## src/rtl/cs_pkg.sv

```systemverilog
package cs_pkg;
  localparam int WORD_BYTES = 4;
  localparam int BODY_W     = 19;
  localparam int CRC_W      = 5;

  localparam logic [7:0] K_IDLE = 8'hBC;
  localparam logic [7:0] K_RC   = 8'h1C;
  localparam logic [7:0] K_SOS  = 8'h7C;

  localparam logic [BODY_W-1:0] BODY_STATUS = '0;
  localparam logic [BODY_W-1:0] BODY_MCAST  = {3'b011, 16'h0000};

  typedef enum logic [2:0] {
    SEL_IDLE, SEL_RC, SEL_MC, SEL_STAT, SEL_CTL, SEL_PKT
  } sel_e;
endpackage

```

## src/rtl/cs_crc5.sv

```systemverilog
module cs_crc5 #(
  parameter int BODY_W = 19,
  parameter int CRC_W  = 5,
  parameter logic [CRC_W-1:0] POLY = 5'h15,
  parameter logic [CRC_W-1:0] INIT = 5'h1F
) (
  input  logic [BODY_W-1:0] body,
  output logic [CRC_W-1:0]  crc
);
  logic [CRC_W-1:0] acc;
  logic             fb;

  // Serial division unrolled over the body, most significant bit first.
  always_comb begin
    acc = INIT;
    fb  = 1'b0;
    for (int i = BODY_W - 1; i >= 0; i--) begin
      fb  = acc[CRC_W-1] ^ body[i];
      acc = {acc[CRC_W-2:0], 1'b0} ^ (fb ? POLY : '0);
    end
    crc = acc;
  end
endmodule

```

## src/rtl/cs_interval_timer.sv

```systemverilog
module cs_interval_timer #(
  parameter int PERIOD = 256
) (
  input  logic clk,
  input  logic rst,
  input  logic served,
  output logic due
);
  localparam int CW = $clog2(PERIOD + 1);
  localparam logic [CW-1:0] LAST = CW'(PERIOD - 1);

  logic [CW-1:0] cnt;

  always_ff @(posedge clk) begin
    if (rst)               cnt <= '0;
    else if (served)       cnt <= '0;
    else if (cnt != LAST)  cnt <= cnt + 1'b1;
  end

  assign due = (cnt == LAST);

  AST_DUE_HELD: assert property (@(posedge clk) disable iff (rst)
    due && !served |=> due);
  AST_SERVE_WHEN_DUE: assert property (@(posedge clk) disable iff (rst)
    served |-> due);
endmodule

```

## src/rtl/cs_toggle_tracker.sv

```systemverilog
module cs_toggle_tracker #(
  parameter int CNT_W = 4
) (
  input  logic clk,
  input  logic rst,
  input  logic tog_in,
  input  logic take,
  output logic pending
);
  localparam logic [CNT_W-1:0] CNT_MAX = '1;

  logic             tog_q;
  logic [CNT_W-1:0] cnt;
  logic             chg;

  assign chg = tog_in ^ tog_q;

  always_ff @(posedge clk) begin
    if (rst) begin
      tog_q <= 1'b0;
      cnt   <= '0;
    end else begin
      tog_q <= tog_in;
      case ({chg, take})
        2'b10:   if (cnt != CNT_MAX) cnt <= cnt + 1'b1;
        2'b01:   cnt <= cnt - 1'b1;
        default: ;
      endcase
    end
  end

  assign pending = (cnt != '0);

  AST_TAKE_ONLY_PENDING: assert property (@(posedge clk) disable iff (rst)
    take |-> pending);
  AST_EVENT_KEPT: assert property (@(posedge clk) disable iff (rst)
    chg && !take && (cnt != CNT_MAX) |=> pending);
endmodule

```

## src/rtl/ctl_sym_tx_sched.sv

```systemverilog
module ctl_sym_tx_sched
  import cs_pkg::*;
#(
  parameter int STAT_GROUPS = 1024,
  parameter int RC_GROUPS   = 5000,
  parameter int MC_CNT_W    = 4
) (
  input  logic                    clk,
  input  logic                    rst,
  input  logic                    link_init,
  input  logic                    pkt_valid,
  input  logic [8*WORD_BYTES-1:0] pkt_data,
  output logic                    pkt_ready,
  input  logic                    ctl_valid,
  input  logic [BODY_W-1:0]       ctl_body,
  output logic                    ctl_ready,
  input  logic                    mc_toggle,
  output logic [8*WORD_BYTES-1:0] tx_data,
  output logic [WORD_BYTES-1:0]   tx_kflag
);
  localparam int STAT_WORDS = STAT_GROUPS / WORD_BYTES;
  localparam int RC_WORDS   = RC_GROUPS / WORD_BYTES;
  localparam logic [8*WORD_BYTES-1:0] IDLE_W = {WORD_BYTES{K_IDLE}};
  localparam logic [8*WORD_BYTES-1:0] RC_W   = {WORD_BYTES{K_RC}};

  sel_e              sel;
  logic              rc_due, stat_due, mc_pend;
  logic [BODY_W-1:0] sym_body;
  logic [CRC_W-1:0]  sym_crc;

  cs_interval_timer #(.PERIOD(RC_WORDS)) u_rc_tmr (
    .clk(clk), .rst(rst), .served(sel == SEL_RC), .due(rc_due));

  cs_interval_timer #(.PERIOD(STAT_WORDS)) u_stat_tmr (
    .clk(clk), .rst(rst), .served(sel == SEL_STAT), .due(stat_due));

  cs_toggle_tracker #(.CNT_W(MC_CNT_W)) u_mc (
    .clk(clk), .rst(rst), .tog_in(mc_toggle), .take(sel == SEL_MC),
    .pending(mc_pend));

  // Fixed-priority pick for the word that leaves on the next edge.
  always_comb begin
    if (link_init)      sel = SEL_IDLE;
    else if (rc_due)    sel = SEL_RC;
    else if (mc_pend)   sel = SEL_MC;
    else if (stat_due)  sel = SEL_STAT;
    else if (ctl_valid) sel = SEL_CTL;
    else if (pkt_valid) sel = SEL_PKT;
    else                sel = SEL_IDLE;
  end

  assign ctl_ready = !link_init && !rc_due && !mc_pend && !stat_due;
  assign pkt_ready = ctl_ready && !ctl_valid;

  always_comb begin
    case (sel)
      SEL_STAT: sym_body = BODY_STATUS;
      SEL_MC:   sym_body = BODY_MCAST;
      default:  sym_body = ctl_body;
    endcase
  end

  cs_crc5 #(.BODY_W(BODY_W), .CRC_W(CRC_W)) u_crc (
    .body(sym_body), .crc(sym_crc));

  always_ff @(posedge clk) begin
    if (rst) begin
      tx_data  <= IDLE_W;
      tx_kflag <= '1;
    end else begin
      case (sel)
        SEL_RC: begin
          tx_data  <= RC_W;
          tx_kflag <= '1;
        end
        SEL_MC, SEL_STAT, SEL_CTL: begin
          tx_data  <= {K_SOS, sym_body, sym_crc};
          tx_kflag <= {1'b1, {(WORD_BYTES-1){1'b0}}};
        end
        SEL_PKT: begin
          tx_data  <= pkt_data;
          tx_kflag <= '0;
        end
        default: begin
          tx_data  <= IDLE_W;
          tx_kflag <= '1;
        end
      endcase
    end
  end

  AST_INIT_IDLE: assert property (@(posedge clk) disable iff (rst)
    link_init |=> (tx_kflag == '1) && (tx_data == IDLE_W));
  AST_PKT_PASS: assert property (@(posedge clk) disable iff (rst)
    pkt_valid && pkt_ready |=> (tx_kflag == '0) && (tx_data == $past(pkt_data)));
  AST_CTL_PASS: assert property (@(posedge clk) disable iff (rst)
    ctl_valid && ctl_ready |=> (tx_kflag == 4'b1000) && (tx_data[31:5] == {K_SOS, $past(ctl_body)}));
  AST_RC_FIRST: assert property (@(posedge clk) disable iff (rst)
    rc_due && !link_init |=> (tx_data == RC_W) && (tx_kflag == '1));
  AST_READY_EXCL: assert property (@(posedge clk) disable iff (rst)
    !(pkt_ready && ctl_valid));
endmodule

```

## config.mk

```make
export PLATFORM = sky130hd
export DESIGN_NAME = ctl_sym_tx_sched
export DESIGN_NICKNAME = d
export VERILOG_FILES = /design/src/rtl/cs_pkg.sv /design/src/rtl/cs_crc5.sv /design/src/rtl/cs_interval_timer.sv /design/src/rtl/cs_toggle_tracker.sv /design/src/rtl/ctl_sym_tx_sched.sv
export SDC_FILE = /design/constraint.sdc
export NUM_CORES = 1
export LEC_CHECK = 0
export ABC_AREA = 1
export ABC_CLOCK_PERIOD_IN_PS = 8050
export BUFFER_PORTS_ARGS = -buffer_cell sky130_fd_sc_hd__buf_2
export CORE_MARGIN = 2
export CORE_UTILIZATION = 40
export DETAILED_ROUTE_END_ITERATION = 7
export PLACE_DENSITY = 0.74
export SETUP_SLACK_MARGIN = 0.2
export SLEW_MARGIN = 20
export SYNTH_ARGS = -nofsm -noshare
export SYNTH_HDL_FRONTEND = slang
export SYNTH_SLANG_ARGS = --single-unit
```

## constraint.sdc

```tcl
create_clock -name clk -period 8.05 [get_ports clk]
set_input_delay 0.4025 -clock clk [delete_from_list [all_inputs] [get_ports clk]]
set_output_delay 0.4025 -clock clk [all_outputs]
set_load 0.05 [all_outputs]
```

==> run_results.csv, run 1 <==
group,metric,value,unit
synthesis,syn_inst,452,
synthesis,yosys-top-cells-area,"dfxtp_1, nand2_1, nand2_2",
worst_setup_path,end_kind,"flop",
floorplanning,core.rowCount,33,
sta,clock_skew,0.009662,ns
synthesis,syn_nets,517,
synthesis,synth_top_area_share,34.92,%
floorplanning,ios,95,
synthesis,synth_top_family_by_area,"simple AND/OR/NAND/NOR gates",
worst_setup_path,rr_startpoint,"u_stat_tmr.cnt[0]",
sta,max_freq,224.6,MHz
min_path,min_from,"pkt_data[28]",
detailed_routing,routedWlPerCell,12.26,um
final_layout,drive_above_1_share,33.15,%
clock_tree,cts_buffers,9,
clock_tree,htreeDepth,3,
synthesis,synthAdderAreaFrac,3.182,%
floorplanning,die_x,95.95,um
placement,hpwl,6.301,mm
clock_tree,clockBufferDepth,2,
worst_setup_path,crit_slowest_cell,"dfxtp_1",
worst_setup_path,cp-startpoint,"u_stat_tmr.cnt[0]",
floorplanning,initial_core_util,41.16,%
floorplanning,die_area,9206,um^2
synthesis,post-synth-top-count-cell,"nand2_1",
worst_setup_path,crit_fanout,23,
synthesis,ys_top_cells_by_count,"nand2_1, dfxtp_1, inv_1",
detailed_routing,maxUsedRoutingLayer,"met4",
global_route,grt-ovfl-total,0,
sta,setup_viol,0,
detailed_routing,dr_wl_met3,491,um
sta,drv_slew,0,
synthesis,yosys-mux-area-fraction,0,%
detailed_routing,drc_errors,0,
detailed_routing,antenna_left,0,
sta,tightest_slew,0.8156,ns
floorplanning,core-area,8217,um^2
detailed_routing,vias,3170,
synthesis,synth_cell_types,38,
detailed_routing,vias_per_cell,4.825,
placement,portBuffers,94,
sta,setup_tns,0,ns
flow_run,drv_cap,0,
worst_setup_path,startpoint_type,"flop",
worst_setup_path,cpPeakStageDelay,0.35,ns
synthesis,synth_xor_area_share,7.510,%
global_route,grt_max_degree,27,
synthesis,synth_edf_count,0,
synthesis,synth-seq-cells,59,
worst_setup_path,cp_data_required_time,8.30,ns
clock_tree,cts_tree,"done",
min_path,hp-class,"primary input to flop",
global_route,track_usage,18.34,%
clock_tree,cts.sinks,59,
synthesis,synth_flop_cell,"dfxtp_1",
synthesis,async_flop_share,0,%
clock_tree,clkSlewWorstSetupHoldPaths,0.07,ns
detailed_routing,drt_first_pass_iters,4,
detailed_routing,wl,8.055,mm
synthesis,synth_area_leader_cell,"dfxtp_1",
detailed_routing,first_iter_violations,170,
clock_tree,postCtsSetupRepairBufs,0,
outcome,status,"completed",
sta,min_period,4.452,ns
synthesis,synthSimpleGateAreaFrac,37.07,%
global_route,grt_pass1_vias,2942,
detailed_routing,wl_met1,3.581,mm
sta,rsz0062_at_grt,"false",
final_layout,utilization,50.21,%
sta,finalHoldViolCount,0,
worst_setup_path,worstSetupPathType,"flop to flop",
global_route,grt_pass1_wl,13.02,mm
synthesis,seq_area_frac_synth,34.92,%
final_layout,areaGrowthSynthToFinish,21.98,%
synthesis,syn_area,3382,um^2
synthesis,yosysWarnings,0,
clock_tree,ctsResizeCount,0,
final_layout,antennaDiodeCount,0,
placement,place_congestion,0.8145,
clock_tree,postCtsHoldBufs,0,
floorplanning,fp.dieH,95.95,um
synthesis,synth_compound_area_share,9.027,%
clock_tree,cts-root-buf,"clkbuf_8",
final_layout,fin_cells,657,
sta,fin_crit_sh,55.30,%
synthesis,synth.avg_cell_area,7.482,um^2
detailed_routing,wl_met2,3.833,mm
placement,dpl.cell_count,642,
clock_tree,insertion_delay,0.35,ns
sta,slew_headroom,45.63,%
final_layout,final_nets,613,
worst_setup_path,cp.arrival,4.70,ns
global_route,antenna_found_initial,0,
## cell type report
class | instances | area, um^2
well taps | 105 | 131.4
multi-input cells | 324 | 1928
flip-flops and latches | 59 | 1181
clock buffers | 13 | 168.9
fillers | 802 | 4091
inverters | 58 | 220.2
repair buffers | 96 | 485.5
clock inverters | 2 | 10.01
## per-layer routing
metal  track usage (%)  up-vias
met5                 0        -
met4             7.500        0
met3             4.542       11
met2             30.83       90
met1             22.36     1438
li1                  -     1631
## state kept, by name, indices dropped and copies added, names as in the netlist
name	cells
u_mc.cnt	4
u_stat_tmr.cnt	9
u_mc.tog_q	1
tx_kflag	2
tx_data	32
u_rc_tmr.cnt	11
## stage by stage
stage,cell area (um^2),setup WS (ns),hold WS (ns)
after global routing,4125,3.136,0.2467
after CTS,4125,3.621,0.2352
after floorplan,3382,4.438,0.4601
after global placement,3946,3.918,0.4722
after detailed placement,3946,3.648,0.4936
final,4125,3.598,0.2401
## worst max-delay path, delay by kind of cell, from the launching register on
kind,cells,cell delay [ns]
simple gates,32,3.31
flops,1,0.35
buf+inv,2,0.15
fa+ha+maj,2,0.49
## placed cells by master (no fill, tap or decap), types with 2 or more instances in the layout
| cell type | n |
|---|---|
| nand3_1 | 36 |
| nand2_1 | 82 |
| dfxtp_1 | 59 |
| or2_2 | 5 |
| o21ai_2 | 2 |
| nand3b_1 | 3 |
| xnor2_1 | 3 |
| nand2_4 | 10 |
| o21ai_0 | 5 |
| inv_1 | 50 |
| buf_4 | 2 |
| clkinv_2 | 2 |
| nand2_2 | 31 |
| ha_1 | 7 |
| nand3_2 | 6 |
| a31oi_1 | 2 |
| nor2_1 | 47 |
| a21oi_1 | 17 |
| nor2_2 | 3 |
| clkbuf_8 | 12 |
| buf_2 | 94 |
| o21ai_1 | 3 |
| a22oi_1 | 20 |
| inv_2 | 7 |
| xor2_1 | 21 |
| nor3_1 | 9 |
## worst paths after layout
check,to,slack (ns),cells after the start
setup / recovery,tx_data[2],3.60,36
hold / removal,tx_data[28],0.24,2
setup reg to reg,tx_data[2],3.60,36
hold reg to reg,u_rc_tmr.cnt[1],0.49,2
## cells by family (layout without fill, tap and decap cells)
group	Yosys count	count (layout)
adders and majority gates	8	8
buffers and inverters	69	169
AOI/OAI and AO/OA	49	49
DFF	59	59
and+or+nand+nor	241	241
xor gates and xnor gates	26	26
Power of run 1 is not shown: default switching activity piles up to over one toggle a cycle in this logic, so the estimate is an artifact.
==> run 2: changes to the inputs <==
--- a/config.mk
+++ b/config.mk
@@ -6,7 +6,7 @@
 export NUM_CORES = 1
 export LEC_CHECK = 0
 export ABC_AREA = 1
-export ABC_CLOCK_PERIOD_IN_PS = 8050
+export ABC_CLOCK_PERIOD_IN_PS = 4500
 export BUFFER_PORTS_ARGS = -buffer_cell sky130_fd_sc_hd__buf_2
 export CORE_MARGIN = 2
 export CORE_UTILIZATION = 40
==> constraint.sdc (replaced) <==
create_clock -name clk -period 4.5 [get_ports clk]
set_input_delay 0.225 -clock clk [delete_from_list [all_inputs] [get_ports clk]]
set_output_delay 0.225 -clock clk [all_outputs]
set_load 0.05 [all_outputs]
==> run 2 against run 1 <==
Final cell count grew 1.4%. Register-to-register slack lost 3.0 ns. Maximum frequency grew 15%. Wire length grew 1.3%. Die area is the same. Flip-flop and latch count is the same. First-iteration DRC count shrank 29%. Critical path type unchanged.
==> run_results.csv, run 2 (same netlist as run 1, synthesis figures left out) <==
group,metric,value,unit
final_layout,areaGrowthSynthToFinish,25.38,%
global_route,grt_pass1_wl,12.96,mm
sta,drv_slew,0,
placement,place_congestion,0.8719,
worst_setup_path,crit_top_cell,"nand2_2",
flow_run,drv_cap,0,
detailed_routing,routedWlPerCell,12.25,um
clock_tree,clkSlewWorstSetupHoldPaths,0.06,ns
final_layout,final_common_cell,"buf_2",
final_layout,final_nets,622,
min_path,hold_path_depth,2,
final_layout,top_register,"tx_data",
sta,rsz0062_at_grt,"false",
worst_setup_path,worstSetupPathType,"flop to flop",
clock_tree,cts_buffers,9,
final_layout,fillers,808,
clock_tree,cts.sinks,59,
worst_setup_path,cp_data_required_time,4.74,ns
floorplanning,core-area,8217,um^2
clock_tree,htreeDepth,3,
worst_setup_path,end_kind,"flop",
floorplanning,fp.dieH,95.95,um
final_layout,multi_input_area,1973,um^2
detailed_routing,first_iter_violations,121,
sta,slew_headroom,49.80,%
min_path,hp-class,"primary input to flop",
sta,setup_tns,0,ns
detailed_routing,vias,3187,
floorplanning,die_x,95.95,um
clock_tree,cts_tree,"done",
detailed_routing,vias_per_cell,4.785,
outcome,status,"completed",
final_layout,largest_reg_flops,32,
floorplanning,core.rowCount,33,
final_layout,drive_above_1_share,36.19,%
placement,portBuffers,94,
detailed_routing,drt_first_pass_iters,4,
sta,clock_skew,0.005894,ns
worst_setup_path,cp.arrival,4.12,ns
floorplanning,initial_core_util,41.16,%
final_layout,top_regs,"tx_data (32), u_rc_tmr.cnt (11), u_stat_tmr.cnt (9)",
global_route,track_usage,18.33,%
worst_setup_path,reg2reg_setup_slack,0.62,ns
final_layout,register_area,1184,um^2
clock_tree,clockBufferDepth,2,
worst_setup_path,cpPeakStageDelay,0.34,ns
sta,max_freq,257.7,MHz
placement,hpwl,6.359,mm
final_layout,antennaDiodeCount,0,
final_layout,final_cell_mix,"buf_2, nand2_1, dfxtp_1",
floorplanning,die_area,9206,um^2
sta,fin_crit_sh,86.22,%
detailed_routing,drc_errors,0,
global_route,grt_max_degree,27,
clock_tree,cts-root-buf,"clkbuf_8",
worst_setup_path,r2r_cells,36,
global_route,grt_pass1_vias,2931,
sta,min_period,3.880,ns
global_route,grt-ovfl-total,0,
clock_tree,postCtsHoldBufs,0,
sta,tightest_slew,0.7530,ns
sta,setup_viol,0,
detailed_routing,antenna_left,0,
clock_tree,insertion_delay,0.34,ns
global_route,antenna_found_initial,0,
worst_setup_path,crit_slowest_cell,"dfxtp_2",
floorplanning,ios,95,
detailed_routing,wl,8.158,mm
worst_setup_path,crit_fanout,8,
worst_setup_path,startpoint_type,"flop",
sta,finalHoldViolCount,0,
## run 2: changes by cell type in the layout (fill, tap and decap cells not counted), moves of 2 or more
cell,previous run,this run
nand3_2,6,9
buf_4,2,11
nand2_1,82,80
dfxtp_1,59,57
nand3_1,36,33
dfxtp_2,0,2
nand2_2,31,33
ha_1,7,5
## run 2: layout make-up
type,instances,share of cell area [%]
clock buffer,13,3.983
sequential,59,27.91
timing repair buffer,105,13.04
inverter,58,5.193
clock inverter,2,0.2361
tap,105,3.098
multi-input combinational,324,46.53
## run 2: path summary, 6_finish.rpt
| check | from | to |
|---|---|---|
| setup / recovery | u_stat_tmr.cnt[0] | tx_data[4] |
| hold / removal | pkt_data[26] | tx_data[26] |
| setup reg to reg | u_stat_tmr.cnt[0] | tx_data[4] |
| hold reg to reg | u_stat_tmr.cnt[1] | u_stat_tmr.cnt[1] |
## run 2: metrics by stage
stage | setup WS, ns | area (um^2) | instances | util, % | hold slack [ns]
6_report | 0.6200 | 4240 | 666 | 51.61 | 0.06395
5_1_grt | 0.2064 | 4240 | 666 | 51.61 | 0.05389
3_3_place_gp | 0.5135 | 3961 | 644 | 48.21 | 0.4164
4_1_cts | 0.2314 | 4140 | 659 | 50.39 | 0.04892
3_5_place_dp | 0.2708 | 3961 | 644 | 48.21 | 0.4147
2_1_floorplan | 0.8884 | 3382 | 452 | - | 0.3316
## run 2: repair_timing
action / in CTS / in global routing
setup buffers: 0 / 7
resized for setup: 0 / 12
endpoints found under the setup margin: 0 / 5
## run 2: worst max-delay path: cells and delay by family, from the launching register on
| kind | cells | cell delay [ns] |
|---|---|---|
| flip-flops | 1 | 0.34 |
| AND/OR/NAND/NOR | 32 | 2.92 |
| adder cells (fa/ha/maj) | 2 | 0.34 |
| buffers and inverters | 2 | 0.15 |
## run 2: layer usage
metal  global-route usage, %  up-vias  share of wire, %
met5                       0        -                 0
met1                   22.02     1441                43
met2                   30.71       87                48
met4                   8.095        0               2.2
li1                        -     1643                 -
met3                   4.855       16               6.4
Power of run 2 is left out for the same reason.
==> run 3: changes to the inputs <==
--- a/config.mk
+++ b/config.mk
@@ -12,6 +12,7 @@
 export CORE_UTILIZATION = 40
 export DETAILED_ROUTE_END_ITERATION = 7
 export PLACE_DENSITY = 0.74
+export REMOVE_ABC_BUFFERS = 1
 export SETUP_SLACK_MARGIN = 0.2
 export SLEW_MARGIN = 20
 export SYNTH_ARGS = -nofsm -noshare
==> run 3 against run 2 <==
Sequential share of layout area down 0.087 points. Register-to-register slack got worse by 0.11 ns. Flip-flop and latch count unchanged. Final cell count is 0.15% lower. Wire length is essentially flat. Count of clock-buffer cells in the layout unchanged.
==> run_results.csv, run 3 (same netlist as run 1, synthesis figures left out) <==
group,metric,value,unit
clock_tree,insertion_delay,0.35,ns
worst_setup_path,reg2reg_setup_slack,0.51,ns
detailed_routing,vias_per_cell,4.824,
worst_setup_path,r2r_cells,36,
worst_setup_path,cpPeakStageDelay,0.36,ns
flow_run,drv_cap,0,
clock_tree,clkSlewWorstSetupHoldPaths,0.06,ns
min_path,min_from,"pkt_data[26]",
clock_tree,clockBufferDepth,2,
final_layout,drive_above_1_share,35.54,%
worst_setup_path,crit_top_cell,"nand2_1",
sta,clock_skew,0.01209,ns
worst_setup_path,end_kind,"flop",
global_route,track_usage,18.00,%
floorplanning,die_area,9206,um^2
outcome,status,"completed",
global_route,grt_pass1_wl,12.79,mm
sta,rsz0062_at_grt,"false",
min_path,hold_path_depth,2,
sta,min_period,3.993,ns
sta,max_freq,250.4,MHz
detailed_routing,antenna_left,0,
floorplanning,fp.dieH,95.95,um
floorplanning,die_x,95.95,um
final_layout,top_register,"tx_data",
final_layout,final_cell_mix,"buf_2, nand2_1, dfxtp_1",
sta,finalHoldViolCount,0,
final_layout,areaGrowthSynthToFinish,25.64,%
detailed_routing,first_iter_violations,103,
worst_setup_path,rr_startpoint,"u_stat_tmr.cnt[1]",
worst_setup_path,cp_data_required_time,4.74,ns
floorplanning,initial_core_util,41.16,%
clock_tree,cts_tree,"done",
sta,fin_crit_sh,88.73,%
worst_setup_path,r2r_end,"tx_data[2]",
clock_tree,cts_buffers,9,
min_path,whs_endpoint,"tx_data[26]",
placement,place_congestion,0.8783,
sta,setup_tns,0,ns
clock_tree,cts.sinks,59,
global_route,grt-ovfl-total,0,
detailed_routing,drc_errors,0,
detailed_routing,vias,3208,
worst_setup_path,crit_slowest_cell,"dfxtp_1",
floorplanning,core.rowCount,33,
worst_setup_path,crit_fanout,5,
clock_tree,htreeDepth,3,
final_layout,final_common_cell,"buf_2",
global_route,antenna_found_initial,0,
sta,setup_viol,0,
sta,tightest_slew,0.7609,ns
clock_tree,cts-root-buf,"clkbuf_8",
worst_setup_path,startpoint_type,"flop",
detailed_routing,drt_first_pass_iters,5,
final_layout,antennaDiodeCount,0,
floorplanning,ios,95,
sta,slew_headroom,49.27,%
worst_setup_path,cp.arrival,4.23,ns
final_layout,top_regs,"tx_data (32), u_rc_tmr.cnt (11), u_stat_tmr.cnt (9)",
sta,drv_slew,0,
min_path,hp-class,"primary input to flop",
global_route,grt_pass1_vias,2996,
final_layout,largest_reg_flops,32,
global_route,grt_max_degree,28,
placement,hpwl,6.114,mm
worst_setup_path,worstSetupPathType,"flop to flop",
floorplanning,core-area,8217,um^2
detailed_routing,routedWlPerCell,12.26,um
worst_setup_path,cp-startpoint,"u_stat_tmr.cnt[1]",
detailed_routing,wl,8.150,mm
final_layout,final_nets,621,
placement,portBuffers,94,
-- run 3: metrics by stage --
stage	hold WS (ns)	cells	setup WS, ns	utilization, %	instance area (um^2)
2_1_floorplan	0.2941	441	0.7030	-	3322
3_3_place_gp	0.4147	644	0.5643	48.21	3961
3_5_place_dp	0.4170	644	0.3228	48.21	3961
4_1_cts	0.05340	659	0.2787	50.57	4155
5_1_grt	0.05174	665	0.09515	51.71	4249
6_report	0.06515	665	0.5071	51.71	4249
-- run 3: cell type report --
cell class,instances,area (um^2)
Fill cell,811,3968
Clock buffer,13,158.9
Multi-Input combinational cell,325,1983
Timing Repair Buffer,103,538.0
Tap cell,105,131.4
Sequential cell,59,1182
Inverter,58,220.2
Clock inverter,2,35.03
-- run 3: worst max path at each step --
stage	endpoint	depth (start not counted)	slack, ns
finish	tx_data[2]	36	0.51
global placement	tx_data[2]	36	0.56
detailed placement	tx_data[2]	36	0.32
CTS	tx_data[2]	36	0.28
floorplan	tx_data[2]	38	0.70
global route	tx_data[2]	36	0.1
-- run 3: critical path, delay by kind of cell, from the launching register on --
kind                       cells  cell delay [ns]
adders and majority gates      2             0.39
DFF                            1             0.36
buffers and inverters          3             0.16
and+or+nand+nor               31             2.96
-- run 3: timing repair --
action / in CTS / in global routing
buffers inserted: 0 / 5
hold buffers: 0 / 0
setup endpoints to repair: 0 / 5
gates resized for setup: 0 / 10
-- run 3: per-layer routing --
metal	GRT usage [%]	routed length, um	up-vias
met5	0	0	-
met2	29.90	3953	91
met4	7.381	172	0
met1	21.63	3571	1459
met3	5.482	452	12
li1	-	-	1646
Power of run 3 is left out for the same reason.
